===== src/rtl/tmr_cmp_channel.sv =====
module tmr_cmp_channel #(
  parameter int W = 8
) (
  input  logic         clk,
  input  logic         rst_n,
  input  logic         tick,
  input  logic [1:0]   mode,
  input  logic [1:0]   out_mode,
  input  logic         cmp_wr,
  input  logic [W-1:0] cmp_wdata,
  input  logic         cnt_wr,
  input  logic [W-1:0] cnt_wdata,
  input  logic         force_cmp,
  input  logic         flag_clr,
  output logic [W-1:0] count,
  output logic [W-1:0] cmp_active,
  output logic         cmp_flag,
  output logic         wave_out,
  output logic         at_top,
  output logic         at_bottom
);
  localparam logic [W-1:0] TOP = {W{1'b1}};
  localparam logic [W-1:0] BOT = '0;
  localparam logic [W-1:0] ONE = {{(W-1){1'b0}}, 1'b1};

  logic [W-1:0] shadow;
  logic [W-1:0] cnt_nx;
  logic         dir_dn, dir_nx;
  logic         blk;
  logic         wave_nx;

  wire pwm   = mode[1];
  wire hit   = tick && !blk && !cnt_wr && (count == cmp_active);
  wire act   = hit || (force_cmp && !pwm);
  wire copy  = pwm && tick && (count == TOP);

  assign at_top    = (count == TOP);
  assign at_bottom = (count == BOT);

  always_comb begin
    dir_nx = dir_dn;
    case (mode)
      2'd1:    cnt_nx = hit ? BOT : count + ONE;
      2'd3: begin
        if (dir_dn) begin
          if (count == BOT) begin cnt_nx = ONE; dir_nx = 1'b0; end
          else cnt_nx = count - ONE;
        end else begin
          if (count == TOP) begin cnt_nx = TOP - ONE; dir_nx = 1'b1; end
          else cnt_nx = count + ONE;
        end
      end
      default: cnt_nx = count + ONE;
    endcase
  end

  always_comb begin
    case (out_mode)
      2'b01:   wave_nx = ~wave_out;
      2'b10:   wave_nx = 1'b0;
      2'b11:   wave_nx = 1'b1;
      default: wave_nx = wave_out;
    endcase
  end

  always_ff @(posedge clk or negedge rst_n) begin
    if (!rst_n) begin
      count  <= '0;
      dir_dn <= 1'b0;
      blk    <= 1'b0;
    end else if (cnt_wr) begin
      count  <= cnt_wdata;
      blk    <= 1'b1;
    end else if (tick) begin
      count  <= cnt_nx;
      dir_dn <= dir_nx;
      blk    <= 1'b0;
    end
  end

  always_ff @(posedge clk or negedge rst_n) begin
    if (!rst_n) begin
      cmp_active <= '0;
      shadow     <= '0;
    end else begin
      if (cmp_wr) shadow <= cmp_wdata;
      if (cmp_wr && !pwm) cmp_active <= cmp_wdata;
      else if (copy)      cmp_active <= shadow;
    end
  end

  always_ff @(posedge clk or negedge rst_n) begin
    if (!rst_n) begin
      cmp_flag <= 1'b0;
      wave_out <= 1'b0;
    end else begin
      if (hit)           cmp_flag <= 1'b1;
      else if (flag_clr) cmp_flag <= 1'b0;
      if (act) wave_out <= wave_nx;
    end
  end

  a_r2_direct_write: assert property (@(posedge clk) disable iff (!rst_n)
    cmp_wr && !pwm |=> cmp_active == $past(cmp_wdata));

  a_r3_shadow_hold: assert property (@(posedge clk) disable iff (!rst_n)
    pwm && !(tick && at_top) |=> $stable(cmp_active));

  a_r4_flag_on_hit: assert property (@(posedge clk) disable iff (!rst_n)
    tick && !blk && !cnt_wr && (count == cmp_active) |=> cmp_flag);

  a_r7_masked: assert property (@(posedge clk) disable iff (!rst_n)
    (blk || cnt_wr) && !(force_cmp && !pwm) && !flag_clr |=> $stable(cmp_flag) && $stable(wave_out));

  a_r6_force_keeps_count: assert property (@(posedge clk) disable iff (!rst_n)
    force_cmp && !tick && !cnt_wr |=> $stable(count));

  a_r6_force_keeps_flag: assert property (@(posedge clk) disable iff (!rst_n)
    force_cmp && !tick && !flag_clr |=> $stable(cmp_flag));

  a_r8_reverse_top: assert property (@(posedge clk) disable iff (!rst_n)
    mode == 2'd3 && tick && !cnt_wr && !dir_dn && at_top |=> count == TOP - ONE);

  a_r10_wave_hold: assert property (@(posedge clk) disable iff (!rst_n)
    !tick && !force_cmp |=> $stable(wave_out));

  a_r12_idle: assert property (@(posedge clk) disable iff (!rst_n)
    !tick && !cnt_wr |=> $stable(count));
endmodule


===== config.mk =====
export PLATFORM = sky130hd
export DESIGN_NAME = tmr_cmp_channel
export DESIGN_NICKNAME = d
export VERILOG_FILES = /design/src/rtl/tmr_cmp_channel.sv
export SDC_FILE = /design/constraint.sdc
export NUM_CORES = 1
export LEC_CHECK = 0
export ABC_AREA = 1
export BUFFER_PORTS_ARGS = -buffer_cell sky130_fd_sc_hd__buf_2
export CORE_UTILIZATION = 53
export CTS_CLUSTER_DIAMETER = 80
export DETAILED_ROUTE_END_ITERATION = 7
export GPL_TIMING_DRIVEN = 0
export MAX_ROUTING_LAYER = met4
export PLACE_DENSITY = 0.79
export SETUP_SLACK_MARGIN = 0.1
export SLEW_MARGIN = 15
export SYNTH_ARGS = -nofsm -noshare
export SYNTH_HDL_FRONTEND = slang
export SYNTH_SLANG_ARGS = --single-unit

===== constraint.sdc =====
create_clock -name clk -period 1.9 [get_ports clk]
set_input_delay 0.095 -clock clk [delete_from_list [all_inputs] [get_ports clk]]
set_output_delay 0.095 -clock clk [all_outputs]
set_load 0.01 [all_outputs]

## Word-level counts from Yosys, hierarchy flattened

Cells that the tools add are included.
W data, S select, Z words.

- Bits in registers: 28
- Logic and storage cells: 53
- Output and inout bits: 20
- Input bits: 27

- Bitwise operators: 2
- Eq/ne operators: 7
- Muxes and demuxes: 17
- Reductions and logical operators: 18
- Add/sub/neg operators: 2

Operators with widths:

| cell | number |
|---|---|
| $mux W8 | 8 |
| $pmux W8 S2 | 1 |
| $add A8 B1 Y8 const B | 1 |
| $eq A8 B8 Y1 | 1 |
| $eq A8 B8 Y1 const B | 1 |
| $logic_not A8 Y1 | 1 |
| $sub A8 B1 Y8 const B | 1 |
| $logic_and A1 B1 Y1 | 7 |
| $mux W1 | 7 |
| $eq A2 B2 Y1 const B | 3 |
| $reduce_bool A2 Y1 | 3 |
| $eq A2 B1 Y1 const B | 2 |
| $logic_not A1 Y1 | 3 |
| $pmux W1 S3 | 1 |
| $reduce_and A3 Y1 | 1 |
| $reduce_bool A3 Y1 | 1 |
| $not A1 Y1 | 2 |
| $reduce_and A2 Y1 | 1 |
| $logic_or A1 B1 Y1 | 1 |

## Longest topological paths before layout

- Depth in word-level cells: 8
- Depth in mapped cells: 13

## Worst setup path after synthesis

Ideal clock, no wire load.

- Kind: reg2reg
- Start: register count[0]
- End: register count[4]
- Clock period less this slack: 1.568 ns
- Path slack: 0.332 ns
- Arrival time: 1.452 ns
- Path buffers: 0
- Library setup time: 0.116 ns
- Required time: 1.784 ns
- Stages on the path, launching flop included: 14
- Cell sequence: dfrtp_1 -> ha_1 -> nand2_2 -> nor2_2 -> nand2_2 -> clkinv_2 -> nand2_4 -> nand2_4 -> nand3_2 -> nand2_1 -> inv_1 -> nand2_1 -> nand2_1 -> nand2_1

- Longest elaborated chain between the ends: 6
- Elaborated cells between the ends (all ways): 13
- Classes of those cells: add/sub: 2; eq/ne: 2; mux: 7; reduce/logical: 2

Ends and longest elaborated chain:

| what | RTL line | RTL |
|---|---|---|
| from (decl) | 15 | `output logic [W-1:0] count,` |
| from (signal assigned) | 72 | `count <= cnt_wdata;` |
| from (signal assigned) | 75 | `count <= cnt_nx;` |
| $eq A8 B8 Y1 | n/a |  |
| net at_top | 19 | `output logic at_top,` |
| $mux W8 | 49 | `if (count == TOP) begin cnt_nx = TOP - ONE; dir_nx = 1'b1; end` |
| $mux W8 | 45 | `if (dir_dn) begin` |
| $pmux W8 S2 | 42 | `case (mode)` |
| $mux W8 | 74 | `end else if (tick) begin` |
| $mux W8 | 71 | `end else if (cnt_wr) begin` |

The timed path passes the listed nets, and every way through them passes these cells. The select of a mux whose other input is x is not followed.
A chain may end at the register's enable or synchronous reset.

## Final worst setup path

- Start: register count[1]
- End: output port at_bottom

- Longest elaborated chain between the ends: 1

Ends and longest elaborated chain:

| what | RTL line | RTL |
|---|---|---|
| $logic_not A8 Y1 | 38 | `assign at_bottom = (count == BOT);` |
| to (decl) | 20 | `output logic at_bottom` |

No other way between the ends.

==> impl_metrics.env <==
export IMPL_dp_hpwl_mm=3.25
export IMPL_synth_area_um2=1900
export IMPL_synthMuxAreaShare_pct=1.78
export IMPL_dieHeight_um=61.8
export IMPL_syn_to_final_growth_pct=21.5
export IMPL_max_cap_violations=0
export IMPL_cts_tree="yes"
export IMPL_cts_sinks=28
export IMPL_r2r_start="count[0]$_DFFE_PN0P_"
export IMPL_grt_pass1_wl_mm=6.99
export IMPL_layout_commonest_cell="nand2_1"
export IMPL_top_layer="met4"
export IMPL_remaining_drc_errors=0
export IMPL_violations="hold timing"
export IMPL_worstSetupPathType="register to primary output"
export IMPL_rows=21
export IMPL_finalHoldViolCount=1
export IMPL_max_clock_freq_ghz=0.596
export IMPL_yosys_area_share_simple_pct=31.6
export IMPL_path_clk_slew_ns=0.15
export IMPL_start_util_pct=55.9
export IMPL_post_cts_repair_setup_buffers=0
export IMPL_seq_power_share_pct=46.8
export IMPL_grt_pass1_vias=1666
export IMPL_start_kind="register"
export IMPL_yosysTopAreaCellShare_pct=37.0
export IMPL_synth_top_family_by_area="simple AND/OR/NAND/NOR gates"
export IMPL_worstHoldStart="cmp_wdata[2]"
export IMPL_numCtsBuffers=3
export IMPL_power_density_nw_per_um2=687
export IMPL_p_leak_nw=1.20
export IMPL_crit_family="flip-flops"
export IMPL_multi_input_area_um2=998
export IMPL_fillers=294
export IMPL_final_util_pct=67.9
export IMPL_r2r_end="cmp_active[4]$_DFFE_PN0P_"
export IMPL_p_comb_share_pct=34.8
export IMPL_drv_slew=0
export IMPL_period_minus_slack_ns=1.68
export IMPL_post_synth_num_cell_types=36
export IMPL_setup_violations=0
export IMPL_io_buffers=44
export IMPL_critPathMaxFanout=6
export IMPL_regArea_um2=703
export IMPL_p_sw_share_pct=35.5
export IMPL_syn_nets=275
export IMPL_wl_per_cell_um=12.1
export IMPL_reg2reg_slack_ns=0.23
export IMPL_tns_ns=0
export IMPL_placed_cell_area_um2=2170
export IMPL_finalClockSkew_ns=0.0106
export IMPL_fp_dieW_um=61.8
export IMPL_slowest_delay_ns=0.49
export IMPL_stdcell_area_um2=2300
export IMPL_fin_cells=348
export IMPL_routed_via_density=5.07
export IMPL_synth_largest_area_cell="dfrtp_1"
export IMPL_diodes=0
export IMPL_dr_pass1_iters=4
export IMPL_first_iter_violations=103
export IMPL_ys_seq_area_share_pct=37.0
export IMPL_overflow=0
export IMPL_cts_htree_levels=1
export IMPL_power_internal_mw=1.02
export IMPL_whs_ns=-0.000215
export IMPL_path_cells="inv_1 -> ha_1 -> nor3b_1 -> nand2_1 -> inv_1 -> buf_2"
export IMPL_startpoint="count[1]$_DFFE_PN0P_"
export IMPL_synth_seq_cells=28
export IMPL_status="finished with violations"
export IMPL_cts_path_max_buffers=2
export IMPL_min_period_over_period_pct=88.3
export IMPL_tightest_slew_ns=0.618
export IMPL_layout_common_cells="76 x nand2_1, 46 x buf_2, 26 x dfrtp_1"
export IMPL_routedLengthMet1_mm=1.96
export IMPL_worstSkewPairLatency_ns=0.33
export IMPL_gp_congestion=0.921
export IMPL_path_buf_inv=3
export IMPL_min_delay_path_depth=3
export IMPL_synthXorXnorAreaFrac_pct=5.54
export IMPL_nets=333
export IMPL_io_pins=47
export IMPL_vias=1765
export IMPL_grt_max_degree=29
export IMPL_ys_warn_count=0
export IMPL_power_switching_uw=561
export IMPL_grt_total_usage_pct=25.5
export IMPL_met3_wirelength_um=134
export IMPL_cp_slowest_cell="dfrtp_2"
export IMPL_cp_end_kind="primary output"
export IMPL_drive_above_1_share_pct=30.8
export IMPL_min_to="shadow[2]$_DFFE_PN0P_"
export IMPL_reg2reg_depth=8
export IMPL_p_clk_share_pct=18.4
export IMPL_synth_area_leaders="dfrtp_1 37%, nand2_1 15%, inv_1 4.6%, xor2_1 3.7%, nand3_1 3.4%"
export IMPL_finalWirelength_mm=4.22
export IMPL_antenna_found_initial=0
export IMPL_core_um2=3390
export IMPL_dieArea_um2=3820
export IMPL_synth_cells=245
export IMPL_min_path_type="input port to register"
export IMPL_cp_data_required_time_ns=1.80
export IMPL_dr_wl_met2_mm=2.07
export IMPL_root_buffer="clkbuf_4"
export IMPL_synth_area_per_cell_um2=7.74
export IMPL_path_common_cell="inv_1"
export IMPL_ant_nets=0
export IMPL_arrival_ns=1.58
export IMPL_grt_setup_unrepaired="no"
export IMPL_dp_cells=335
export IMPL_synth_fa_ha_area_share_pct=1.98
export IMPL_synth_compound_gate_area_share_pct=11.7
export IMPL_max_slew_margin_rel_pct=58.8
export IMPL_ir_drop_v=0.000395
[per-stage QoR]
step / setup WS [ns] / power, mW
global route: 0.106 / 1.69
CTS: 0.125 / 1.59
detailed placement: 0.197 / 1.29
global placement: 0.200 / 1.27
floorplan: 0.332 / 1.11
finish: 0.222 / 1.58
[tightest hold or removal path, delay by kind of cell]
kind / cells / cell delay, ns
simple gates: 1 / 0.05
compound gates: 1 / 0.06
buf+inv: 1 / 0.09
[final cells by class]
cell class / instances / area share (%)
buffer: 9 / 3.04
inverter: 32 / 5.49
tap: 46 / 2.50
sequential: 28 / 30.5
clock buffer: 4 / 1.58
timing repair buffer: 53 / 13.5
multi-input combinational: 176 / 43.4
[cells by family (layout without fill, tap and decap cells)]
kind of cell / after synthesis / count (layout)
and+or+nand+nor: 126 / 126
buffers and inverters: 41 / 98
AOI/OAI and AO/OA: 32 / 32
DFF: 28 / 28
xor gates and xnor gates: 12 / 12
adders and majority gates: 3 / 3
muxes: 3 / 3
[timing repair]
action	CTS	global route
endpoints found under the hold margin	35	1
setup endpoints to repair	0	17
gates resized for setup	0	2
hold buffers	8	1
[metal layers]
layer	GRT usage, %	vias up
met5	-	-
met4	8.89	0
met2	42.7	45
met1	31.5	810
met3	3.52	7
li1	-	903
[power by group through the flow]
stage	Sequential [mW]	Combinational (mW)	Clock [mW]
floorplan	0.767	0.345	0
global placement	0.747	0.526	0
detailed placement	0.750	0.537	0
CTS	0.738	0.552	0.303
global route	0.753	0.623	0.318
finish	0.740	0.550	0.292
[synth_stat cells (all sizes together)]
| library cell | number |
|---|---|
| nand2 | 84 |
| inv | 31 |
| dfrtp | 28 |
| nand3 | 15 |
| o21ai | 15 |
| nor2 | 12 |
| buf | 8 |
| xor2 | 8 |
| a22oi | 6 |
| nand4 | 6 |
| nor3 | 6 |
| o211ai | 6 |
| xnor2 | 4 |
| a31oi | 3 |
| ha | 3 |
| mux2 | 3 |
| a21oi | 2 |
| clkbuf | 1 |
| clkinv | 1 |
| nand3b | 1 |
| nor3b | 1 |
| or2 | 1 |
[sequential cells by signal, summed over array words and instances, names as in the netlist]
signal and count:
cmp_active 8, count 8, shadow 8, blk 1, cmp_flag 1, dir_dn 1
wave_out 1
[how the worst max path moves through the flow]
| stage | endpoint | slack [ns] | cells past startpoint |
|---|---|---|---|
| after floorplan | count[4]$_DFFE_PN0P_ | 0.33 | 13 |
| after global routing | cmp_active[4]$_DFFE_PN0P_ | 0.11 | 8 |
| final | at_bottom | 0.22 | 6 |
| after CTS | at_top | 0.12 | 6 |
| after global placement | cmp_active[5]$_DFFE_PN0P_ | 0.20 | 8 |
| after detailed placement | cmp_active[4]$_DFFE_PN0P_ | 0.20 | 8 |
(Power assumes the default switching activity.)
